`src/rtl/slow_cal_pkg.sv`:
```
package slow_cal_pkg;

    // Slow source select codes
    typedef enum logic [1:0] {
        SRC_RC150  = 2'd0,
        SRC_XTAL   = 2'd1,
        SRC_RCDIV  = 2'd2,
        SRC_ACTIVE = 2'd3
    } cal_src_e;

    localparam int unsigned NUM_SRC = 4;

    // Measurement controller states
    typedef enum logic [1:0] {
        ST_IDLE  = 2'd0,
        ST_ARM   = 2'd1,
        ST_COUNT = 2'd2
    } cal_state_e;

endpackage

```
`src/rtl/slow_src_mux.sv`:
```
module slow_src_mux
    import slow_cal_pkg::*;
(
    input  logic [NUM_SRC-1:0] src_in,
    input  cal_src_e           sel,
    output logic               src_out
);

    always_comb begin
        src_out = src_in[sel];
    end

endmodule

```
`src/rtl/cal_edge_sync.sv`:
```
module cal_edge_sync #(
    parameter int unsigned STAGES = 2
) (
    input  logic clk,
    input  logic rst,
    input  logic din,
    output logic rise
);

    logic [STAGES-1:0] sync_q;
    logic              prev_q;

    generate
        if (STAGES == 1) begin : g_single
            always_ff @(posedge clk) begin
                if (rst) sync_q <= '1;
                else     sync_q <= din;
            end
        end else begin : g_chain
            always_ff @(posedge clk) begin
                if (rst) sync_q <= '1;
                else     sync_q <= {sync_q[STAGES-2:0], din};
            end
        end
    endgenerate

    // Previous level resets high so a high input at release is not a rise
    always_ff @(posedge clk) begin
        if (rst) prev_q <= 1'b1;
        else     prev_q <= sync_q[STAGES-1];
    end

    assign rise = sync_q[STAGES-1] & ~prev_q;

endmodule

```
`src/rtl/cal_window_ctrl.sv`:
```
module cal_window_ctrl
    import slow_cal_pkg::*;
#(
    parameter int unsigned CNT_W = 20,
    parameter int unsigned MAX_W = 15
) (
    input  logic             clk,
    input  logic             rst,
    input  logic             slow_edge,
    input  logic             start,
    input  logic             cfg_we,
    input  logic             cfg_cont,
    input  logic [MAX_W-1:0] max_cycles,
    output logic             ready,
    output logic [CNT_W-1:0] result,
    output cal_state_e       state_o,
    output logic [CNT_W-1:0] ref_cnt_o
);

    cal_state_e       state;
    logic             start_q;
    logic             cont_q;
    logic [CNT_W-1:0] ref_cnt;
    logic [MAX_W-1:0] slow_cnt;
    logic [MAX_W-1:0] win_len;

    logic             start_rise;
    logic [CNT_W-1:0] ref_inc;
    logic [MAX_W-1:0] slow_nxt;
    logic [MAX_W-1:0] len_eff;

    always_comb begin
        start_rise = start & ~start_q;
        ref_inc    = (ref_cnt == '1) ? ref_cnt : ref_cnt + CNT_W'(1);
        slow_nxt   = slow_cnt + MAX_W'(1);
        len_eff    = (max_cycles == '0) ? MAX_W'(1) : max_cycles;
    end

    always_ff @(posedge clk) begin
        if (rst) begin
            start_q  <= 1'b0;
            cont_q   <= 1'b1;
            state    <= ST_ARM;
            ready    <= 1'b0;
            result   <= '0;
            ref_cnt  <= '0;
            slow_cnt <= '0;
            win_len  <= MAX_W'(1);
        end else begin
            start_q <= start;
            if (cfg_we) cont_q <= cfg_cont;

            if (start_rise) begin
                ready    <= 1'b0;
                ref_cnt  <= '0;
                slow_cnt <= '0;
                state    <= ST_ARM;
            end else begin
                unique case (state)
                    ST_IDLE: begin
                        if (cont_q) state <= ST_ARM;
                    end
                    ST_ARM: begin
                        if (slow_edge) begin
                            state    <= ST_COUNT;
                            ref_cnt  <= '0;
                            slow_cnt <= '0;
                            win_len  <= len_eff;
                        end
                    end
                    ST_COUNT: begin
                        ref_cnt <= ref_inc;
                        if (slow_edge) begin
                            if (slow_nxt == win_len) begin
                                result <= ref_inc;
                                ready  <= 1'b1;
                                state  <= cont_q ? ST_ARM : ST_IDLE;
                            end else begin
                                slow_cnt <= slow_nxt;
                            end
                        end
                    end
                    default: state <= ST_IDLE;
                endcase
            end
        end
    end

    assign state_o   = state;
    assign ref_cnt_o = ref_cnt;

endmodule

```
`src/rtl/slow_clk_cal_counter.sv`:
```
module slow_clk_cal_counter
    import slow_cal_pkg::*;
#(
    parameter int unsigned CNT_W       = 20,
    parameter int unsigned MAX_W       = 15,
    parameter int unsigned SYNC_STAGES = 2
) (
    input  logic             clk,
    input  logic             rst,
    input  logic             slow_rc150,
    input  logic             slow_xtal,
    input  logic             slow_rcdiv,
    input  logic             slow_active,
    input  logic [1:0]       src_sel,
    input  logic [MAX_W-1:0] max_cycles,
    input  logic             start,
    input  logic             cfg_we,
    input  logic             cfg_cont,
    output logic             ready,
    output logic [CNT_W-1:0] result
);

    logic [NUM_SRC-1:0] src_vec;
    logic               slow_sel;
    logic               dbg_edge;
    cal_state_e         dbg_state;
    logic [CNT_W-1:0]   dbg_ref_cnt;

    assign src_vec = {slow_active, slow_rcdiv, slow_xtal, slow_rc150};

    slow_src_mux i_mux (
        .src_in  (src_vec),
        .sel     (cal_src_e'(src_sel)),
        .src_out (slow_sel)
    );

    cal_edge_sync #(.STAGES(SYNC_STAGES)) i_sync (
        .clk  (clk),
        .rst  (rst),
        .din  (slow_sel),
        .rise (dbg_edge)
    );

    cal_window_ctrl #(.CNT_W(CNT_W), .MAX_W(MAX_W)) i_ctrl (
        .clk        (clk),
        .rst        (rst),
        .slow_edge  (dbg_edge),
        .start      (start),
        .cfg_we     (cfg_we),
        .cfg_cont   (cfg_cont),
        .max_cycles (max_cycles),
        .ready      (ready),
        .result     (result),
        .state_o    (dbg_state),
        .ref_cnt_o  (dbg_ref_cnt)
    );

endmodule

```
`config.mk`:
```
export PLATFORM = sky130hd
export DESIGN_NAME = slow_clk_cal_counter
export DESIGN_NICKNAME = d
export VERILOG_FILES = /design/src/rtl/slow_cal_pkg.sv /design/src/rtl/slow_src_mux.sv /design/src/rtl/cal_edge_sync.sv /design/src/rtl/cal_window_ctrl.sv /design/src/rtl/slow_clk_cal_counter.sv
export SDC_FILE = /design/constraint.sdc
export NUM_CORES = 1
export LEC_CHECK = 0
export ABC_CLOCK_PERIOD_IN_PS = 3900
export BUFFER_PORTS_ARGS = -buffer_cell sky130_fd_sc_hd__buf_2
export CELL_PAD_IN_SITES_DETAIL_PLACEMENT = 0
export CELL_PAD_IN_SITES_GLOBAL_PLACEMENT = 2
export CORE_AREA = 2 2 110 112
export CTS_BUF_LIST = sky130_fd_sc_hd__clkbuf_8
export CTS_CLUSTER_DIAMETER = 150
export DETAILED_ROUTE_END_ITERATION = 10
export DIE_AREA = 0 0 112 114
export HOLD_SLACK_MARGIN = 0.08
export PLACE_DENSITY = 0.85
export SYNTH_ARGS = -nofsm -noshare
export SYNTH_HDL_FRONTEND = slang
export SYNTH_HIERARCHICAL = 1
export SYNTH_SLANG_ARGS = --single-unit
export TNS_END_PERCENT = 1
```
`constraint.sdc`:
```
create_clock -name clk -period 3.9 [get_ports clk]
set_input_delay 0.39 -clock clk [delete_from_list [all_inputs] [get_ports clk]]
set_output_delay 0.39 -clock clk [all_outputs]
set_load 0.005 [all_outputs]
```
Word level (Yosys, flattened, before mapping)
Index checks and enable logic that the tools add are counted.

cells by class
  add/sub/neg operators = 2
  $lt $le $gt $ge = 1
  equal/unequal tests = 9
  multiplexer cells = 16
  bitwise operators = 5
  reductions and logical operators = 10

operators with widths
  cell                   number
  $mux 15                4
  $mux 20                2
  $pmux 20 s2            1
  $pmux 15 s2            1
  $add 20x1->20 const B  1
  $eq 20x20->1 const B   1
  $add 15x1->15 const B  1
  $eq 15x15->1           1
  $logic_not 15->1       1
  $reduce_and 4->1       3
  $mux 2                 4
  $ne 2x2->1 const B     3
  $pmux 2 s3             1
  $reduce_and 3->1       2
  $ne 2x1->1 const B     2
  $lt 2x3->1 const B     1
  $not 1->1              3
  $and 1x1->1            2
  $bmux 1 s2             1
  $eq 2x1->1 const B     1
  $eq 2x2->1 const B     1
  $logic_not 2->1        1
  $mux 1                 2
  $reduce_and 2->1       1
  2 further kinds        2

storage, ports and cells
  register bits = 78
  output and inout port bits = 21
  word-level logic and storage cells = 53

Logic depth before layout (Yosys ltp)
Gate-level depths: netlist of run 1.

  word-level depth = 5
  mapped depth = 10
  depth with buffers taken out = 8

Modules after synthesis
Netlist of run 1, hierarchy kept.

modules (own cells, without submodules)
  module           times used  cells an instance  area each (µm²)  sequential area each (µm²)
  cal_window_ctrl  1           484                4096.4           1501.4
  cal_edge_sync    1           7                  85.1             60.1
  slow_src_mux     1           1                  22.5             0.0

Worst setup path after synthesis of run 1
No wires, ideal clock.

  kind = register to register
  start point = register i_ctrl.slow_cnt[0]
  end point = register i_ctrl.slow_cnt[12]
  arrival time = 2.569 ns
  data required time = 3.778 ns
  setup slack = 1.209 ns
  stages on the path, launching flop included = 10
  cell sequence = dfxtp_1 > ha_1 > nand4_1 > o32a_1 > a2111oi_4 > nand4_2 > nor3_4 > buf_6 > and4b_1 > a221o_1

on the way
  word-level cells in the longest chain between the ends = 4
  elaborated cells on any way between the ends = 7

RTL lines
  what                                                                     RTL line               text
  from (decl)                                                              cal_window_ctrl.sv:24  logic [MAX_W-1:0] slow_cnt;
  from (signal assigned)                                                   cal_window_ctrl.sv:79  slow_cnt <= slow_nxt;
  $add 15x1->15 *                                                          cal_window_ctrl.sv:35  slow_nxt = slow_cnt + MAX_W'(1);
  $eq 15x15->1 / $mux 15 (equally long branches)                           cal_window_ctrl.sv:74  if (slow_nxt == win_len) begin
  $ne 2x2->1 (no source line) / $mux 15 (equally long branches)            --
  $reduce_and 4->1 (no source line) / $pmux 15 s2 (equally long branches)  --

Mark *: on every way between the ends. The rest lies on a longest branch, timed or not. The select of a mux whose other input is x is not followed.
A chain may end at the register's enable or synchronous reset.

Worst setup path in the final report of run 1
  start point = register i_ctrl.slow_cnt[4]
  end point = register i_ctrl.slow_cnt[0]

on the way
  word-level cells in the longest chain between the ends = 4

RTL lines
  what                               RTL line
  $add 15x1->15                      cal_window_ctrl.sv:35
  $eq 15x15->1                       cal_window_ctrl.sv:74
  $ne 2x2->1 (no source line)        --
  $reduce_and 4->1 (no source line)  --

Every way passes these cells.

==> results of run 1 <==
-- through the flow --
stage	cells	cell area, µm²	hold slack [ns]	worst slack [ns]	power (mW)
after floorplan	492	4204	0.3854	1.209	0.8806
after global placement	654	4462	0.4006	0.7674	0.9096
after detailed placement	654	4462	0.4151	0.6538	0.9123
after CTS	670	4644	0.2238	0.6447	1.499
after global routing	670	4644	0.2446	0.3714	1.540
final	670	4644	0.2413	0.5929	1.473
-- state kept, by name, indices dropped and copies added, names as in the netlist --
signal            count
i_ctrl/ref_cnt_o     20
i_ctrl/result        20
i_ctrl/slow_cnt      15
i_ctrl/win_len       15
i_ctrl/state_o        2
i_sync/sync_q         2
i_ctrl/cont_q         1
i_ctrl/ready          1
i_ctrl/start_q        1
i_sync/prev_q         1
-- final timing paths --
path	from	slack [ns]	to
worst max-delay path	i_ctrl/slow_cnt[4]	0.59	i_ctrl/slow_cnt[0]
worst min register to register	i_sync/sync_q[0]	0.43	i_sync/sync_q[1]
worst min-delay path	cfg_cont	0.24	i_ctrl/cont_q
worst max register to register	i_ctrl/slow_cnt[4]	0.59	i_ctrl/slow_cnt[0]
-- cell type report --
type                            count  area share (%)
Clock buffer                        9           2.667
Multi-Input combinational cell    373           52.32
Inverter                            5          0.4041
Tap cell                          147           3.960
Timing Repair Buffer               51           5.765
Sequential cell                    78           33.62
Clock inverter                      7           1.266
-- placed cells by master (no fill, tap or decap), drive strengths merged, types with 7 or more instances in the layout --
cell / synthesis / routed
nand4: 13 / 13
a221o: 9 / 9
and4: 8 / 8
inv: 5 / 8
dfxtp: 78 / 78
nand2: 49 / 49
a21oi: 31 / 31
o21ai: 17 / 17
nor4: 8 / 8
nor3: 12 / 12
nand3: 12 / 12
nor2b: 9 / 9
clkbuf: 23 / 9
and3: 11 / 11
xor2: 16 / 16
buf: 13 / 51
xnor2: 24 / 24
nor2: 60 / 60
mux2i: 7 / 7
a22oi: 12 / 12
a211oi: 12 / 12
-- power groups by stage --
stage                     clock network (mW)  logic [mW]  registers [mW]
after floorplan                            0      0.0578           0.823
after detailed placement                   0      0.0880           0.824
after global routing                   0.638      0.0959           0.806
after CTS                              0.606      0.0883           0.805
final                                  0.581      0.0870           0.805
after global placement                     0      0.0856           0.824
-- logic make-up (layout without fill, tap and decap cells) --
family,count (synthesis),after routing,share of synthesized area [%]
compound gates,112,112,19.97
xor+xnor,40,40,8.333
fa+ha+maj,2,2,0.5951
buf+inv,41,72,5.059
flops,78,78,37.14
mux,9,9,2.470
simple gates,210,210,26.43
-- metal layers --
layer	track usage (%)	wire length [µm]	vias up
met1	24.43	5499	1715
met5	0	0	-
met2	25.90	4450	64
li1	-	-	1833
met3	2.232	390	10
met4	6.423	150	0
==> reports/qor.yml, run 1 <==
run_status:
  status: "finished clean"
synthesis:
  ys.warnings.count: 6
  syn_area_per_cell_um2: 8.545
  async_flop_share_pct: 0
  post-synth-top-count-cell: "dfxtp_1"
  ys_ff_latch: 78
  syn_inst: 492
  synth_top_area_share_pct: 37.14
  netlist.top_cell.by_area: "dfxtp_1"
  synthTopCellsByCount: "dfxtp_1 (78), nor2_1 (60), nand2_1 (49), a21oi_1 (31), xnor2_1 (24)"
  synthFlopType: "dfxtp_1"
  synth-edff-count: 0
  syn-num-nets: 520
  yosysUniqueCellTypes: 61
  yosysSeqAreaShare_pct: 37.14
  synth.area.top_cells: "dfxtp_1 (37%), nor2_1 (5.4%), xnor2_1 (5.0%)"
  syn_area_um2: 4204
clock_network:
  cts_root_buf: "clkbuf_8"
  cts.sinks: 78
  clk_latency_ns: 0.35
  cts_resized: 0
  cts_tree: "built"
  hold_buffers: 0
  cts.clk_slew.worst_paths_ns: 0.08
  cts.htree.levels: 3
  numCtsBuffers: 9
  clock_path_buffers: 2
  post_cts_buffers: 0
sta:
  worst_slew_pin_slew_ns: 1.198
  final_hold_viol_count: 0
  rsz0062_at_grt: "no"
  setup_viol: 0
  finalCriticalPeriod_ns: 3.307
  maxSlewViolCount: 0
  relSlewSlack_pct: 19.95
  fmax_mhz: 302.4
  final.period_utilization_pct: 84.80
  setup_tns_ns: 0
  fin_worst_skew_ns: 0.008441
pwr:
  peakVddDrop_uv: 121.1
  swShare_pct: 23.88
  p_leak_nw: 1.697
  powerDensity_nw_per_um2: 317.1
  pwr-share-clk_pct: 39.4
  switching_power_mw: 0.3517
  p_seq_share_pct: 54.7
  pwr-share-comb_pct: 5.9
  internal_power_mw: 1.121
worst_setup_path:
  cp_data_arrival_time_ns: 3.60
  cp_cell_sequence: "nand3_1 -> nor4_1 -> xnor2_1 -> nand4_1 -> nor3_4 -> nor2b_1 -> mux2_2"
  path_delay_family: "simple AND/OR/NAND/NOR gates"
  slowest_stage: "nor2b_1"
  max_stage_delay_ns: 0.92
  crit_path_end_kind: "flop"
  crit_path_start_kind: "flop"
  path_depth: 7
  r2r.worst_path.cells: 7
  cp.required_ns: 4.19
  worstSetupPathType: "reg -> reg"
  crit_buf_inv: 0
  path_max_fanout: 14
worst_hold_path:
  min_path_type: "in -> reg"
  min_path_cells: 2
drt:
  avgViaCountPerCell: 5.406
  drt_iter0_drc: 202
  routedWlPerCell_um: 15.66
  drc: 0
  dr.pass1.iters: 4
  wl_mm: 10.49
  ant_nets: 0
  dr_total_vias: 3622
floorplanning:
  die_y_um: 114
  num_rows: 40
  dieWidth_um: 112
  pin_count: 47
  core_um2: 11710
  die_area_um2: 12770
  initial_utilization_pct: 35.90
global_routing:
  grt_max_degree: 42
  grt_pass1_wl_mm: 17.42
  grtUsageTotal_pct: 16.94
  antenna_found_initial: 0
  grt-ovfl-total: 0
  grt_pass1_vias: 3430
run:
  max_cap_viol_count: 0
final_layout:
  final_nets: 546
  fill_cells: 1249
  seqCellArea_um2: 1562
  area_growth_pct: 10.48
  final_layout_size_suffix_gt1_share_pct: 17.40
  diodes: 0
  multi_input_area_um2: 2430
  fin_util_pct: 39.66
place:
  portBuffers: 46
  place.gp.congestion: 0.8468
  post-dp-hpwl_mm: 7.326
Note: power is estimated with default switching activity, not from simulation.
==> run 2: changes to the inputs <==
Settings changed: ABC_CLOCK_PERIOD_IN_PS 3900 to 2900, CORE_AREA 2 2 110 112 to 2 2 116 118, DIE_AREA 0 0 112 114 to 0 0 118 120, PLACE_DENSITY 0.85 to 0.81.
Clock period 3.9 ns to 2.9 ns, I/O delays scaled along.
==> reports/qor.yml, run 2 (synthesis gave the netlist of run 1 again) <==
run_status:
  status: "finished clean"
drt:
  dr.pass1.iters: 5  # +1
  drc: 0  # unchanged
  drt_iter0_drc: 191  # -5.4%
  routedWlPerCell_um: 15.46  # -1.3%
  ant_nets: 0  # unchanged
  dr_total_vias: 3829  # +5.7%
  wl_mm: 11.21  # +6.8%
  avgViaCountPerCell: 5.281  # -2.3%
sta:
  fmax_mhz: 357.6  # +18%
  rsz0062_at_grt: "no"
  relSlewSlack_pct: 52.89  # +33 points
  final.period_utilization_pct: 96.43  # +12 points
  final_hold_viol_count: 0  # unchanged
  setup_ws_ns: 0.1035  # -0.4894 ns
  setup_viol: 0  # unchanged
  worst_slew_pin_slew_ns: 0.7047  # -0.4936 ns
  fin_worst_skew_ns: 0.01251  # +0.004069 ns
  finalCriticalPeriod_ns: 2.797  # -0.5106 ns
  maxSlewViolCount: 0  # unchanged
worst_setup_path:
  cp.required_ns: 3.18  # -1.01 ns
  crit_path_end_kind: "flop"
  cp_data_arrival_time_ns: 3.08  # -0.52 ns
  path_max_fanout: 17  # +3
  worstSetupPathType: "reg -> reg"
  crit_path_start_kind: "flop"
final_layout:
  stdcell_area_um2: 4947  # +6.5%
  fill_cells: 1375  # +10%
  final_layout_size_suffix_gt1_share_pct: 22.59  # +5.2 points
  multi_input_area_um2: 2442  # +0.51%
  final_common_cell: "dfxtp_1"
  final_nets: 572  # +4.8%
  diodes: 0  # unchanged
  area_growth_pct: 17.68
  seqCellArea_um2: 1568  # +0.40%
  final_cell_mix: "dfxtp_1 (73), nor2_1 (60), nand2_1 (49)"
  stdcell_count: 725  # +8.2%
floorplanning:
  pin_count: 47  # unchanged
  dieWidth_um: 118  # +5.4%
  die_y_um: 120  # +5.3%
  die_area_um2: 14160  # +11%
  initial_utilization_pct: 32.39  # -3.5 points
  core_um2: 12980  # +11%
  num_rows: 42  # +5.0%
global_routing:
  grt_pass1_vias: 3669  # +7.0%
  grt_max_degree: 42  # unchanged
  grt-ovfl-total: 0  # unchanged
  grtUsageTotal_pct: 16.02  # -0.92 points
  antenna_found_initial: 0  # unchanged
  grt_pass1_wl_mm: 18.53  # +6.4%
pwr:
  p_seq_share_pct: 52.5  # -2.2 points
  powerDensity_nw_per_um2: 417.1  # +32%
  p_total_mw: 2.064  # +40%
  internal_power_mw: 1.574  # +40%
  pwr-share-clk_pct: 41.0  # +1.6 points
  swShare_pct: 23.71  # -0.17 points
  pwr-share-comb_pct: 6.5  # +0.6 points
  p_leak_nw: 1.841  # +8.5%
  peakVddDrop_uv: 194.7  # +61%
  switching_power_mw: 0.4892  # +39%
clock_network:
  clock_path_buffers: 2  # unchanged
  clk_latency_ns: 0.36  # about the same
  cts_tree: "built"
  cts.clk_slew.worst_paths_ns: 0.08  # about the same
  cts_root_buf: "clkbuf_8"
  numCtsBuffers: 9  # unchanged
  cts.sinks: 78  # unchanged
  cts.htree.levels: 3  # unchanged
place:
  portBuffers: 46  # unchanged
  place_inst: 702  # +7.3%
  place_area_um2: 4653  # +4.3%
  pre_cts_ws_ns: -0.02254  # -0.6764 ns
  place.gp.congestion: 0.8154  # -3.7%
  post-dp-hpwl_mm: 7.752  # +5.8%
run:
  max_cap_viol_count: 0  # unchanged
worst_hold_path:
  min_path_type: "in -> reg"
-- run 2: changes by cell type in the layout (fill, tap and decap cells not counted), sizes merged --
cell | before | now
clkbuf | 9 | 12
buf | 51 | 76
clkinv | 2 | 1
inv | 8 | 7
-- run 2: cell type report --
| type | count | area share (%) |
|---|---|---|
| Sequential cell | 78 | 31.69 |
| Timing Repair Buffer | 77 | 10.04 |
| Clock inverter | 5 | 1.012 |
| Inverter | 5 | 0.3794 |
| Multi-Input combinational cell | 373 | 49.37 |
| Clock buffer | 11 | 3.060 |
| Tap cell | 176 | 4.451 |
-- run 2: layer usage --
| layer | part of all wire [%] | global-route usage [%] | wire length (µm) |
|---|---|---|---|
| met3 | 4.1 | 2.186 | 462 |
| met1 | 50 | 22.47 | 5576 |
| met4 | 2.3 | 6.175 | 255 |
| met5 | 0 | 0 | 0 |
| met2 | 44 | 24.93 | 4909 |
-- run 2: final timing paths --
check                      to                from  cells after the start  slack [ns]
max reg2reg  i_ctrl/result[7]  i_ctrl/slow_cnt[0]                     11        0.10
min reg2reg  i_sync/sync_q[1]    i_sync/sync_q[0]                      1        0.42
max          i_ctrl/result[7]  i_ctrl/slow_cnt[0]                     11        0.10
min             i_ctrl/cont_q            cfg_cont                      2        0.14
-- run 2: power by group through the flow --
| stage | Sequential, mW | Combinational [mW] | Clock [mW] |
|---|---|---|---|
| detailed placement | 1.11 | 0.125 | 0 |
| floorplan | 1.11 | 0.0777 | 0 |
| global route | 1.08 | 0.147 | 0.913 |
| CTS | 1.08 | 0.128 | 0.869 |
| finish | 1.08 | 0.135 | 0.846 |
| global placement | 1.11 | 0.123 | 0 |
-- run 2: timing repair --
action                                  CTS  global route
pin swaps                                 1             6
buffers inserted                          1             5
gates resized for setup                   1             7
endpoints found under the setup margin    2            35
hold buffers                              0             0
cloned                                    0             1
-- run 2: worst max-delay path, stage by stage (launching register included) --
cell       delay [ns]
dfxtp_2          0.37
buf_4            0.16
nand4_4          0.09
or4_4            0.54
a2111oi_4        0.39
nand4_2          0.21
buf_6            0.20
nor3_4           0.16
buf_4            0.18
clkbuf_16        0.19
nor2_1           0.06
a211oi_2         0.18
-- run 2: per-stage QoR --
step	setup TNS, ns	utilization [%]	hold slack, ns
global route	0	38.11	0.1380
detailed placement	-0.02254	35.85	0.4115
finish	0	38.11	0.1448
global placement	0	35.85	0.3981
CTS	0	37.48	0.1380
floorplan	0	-	0.3854
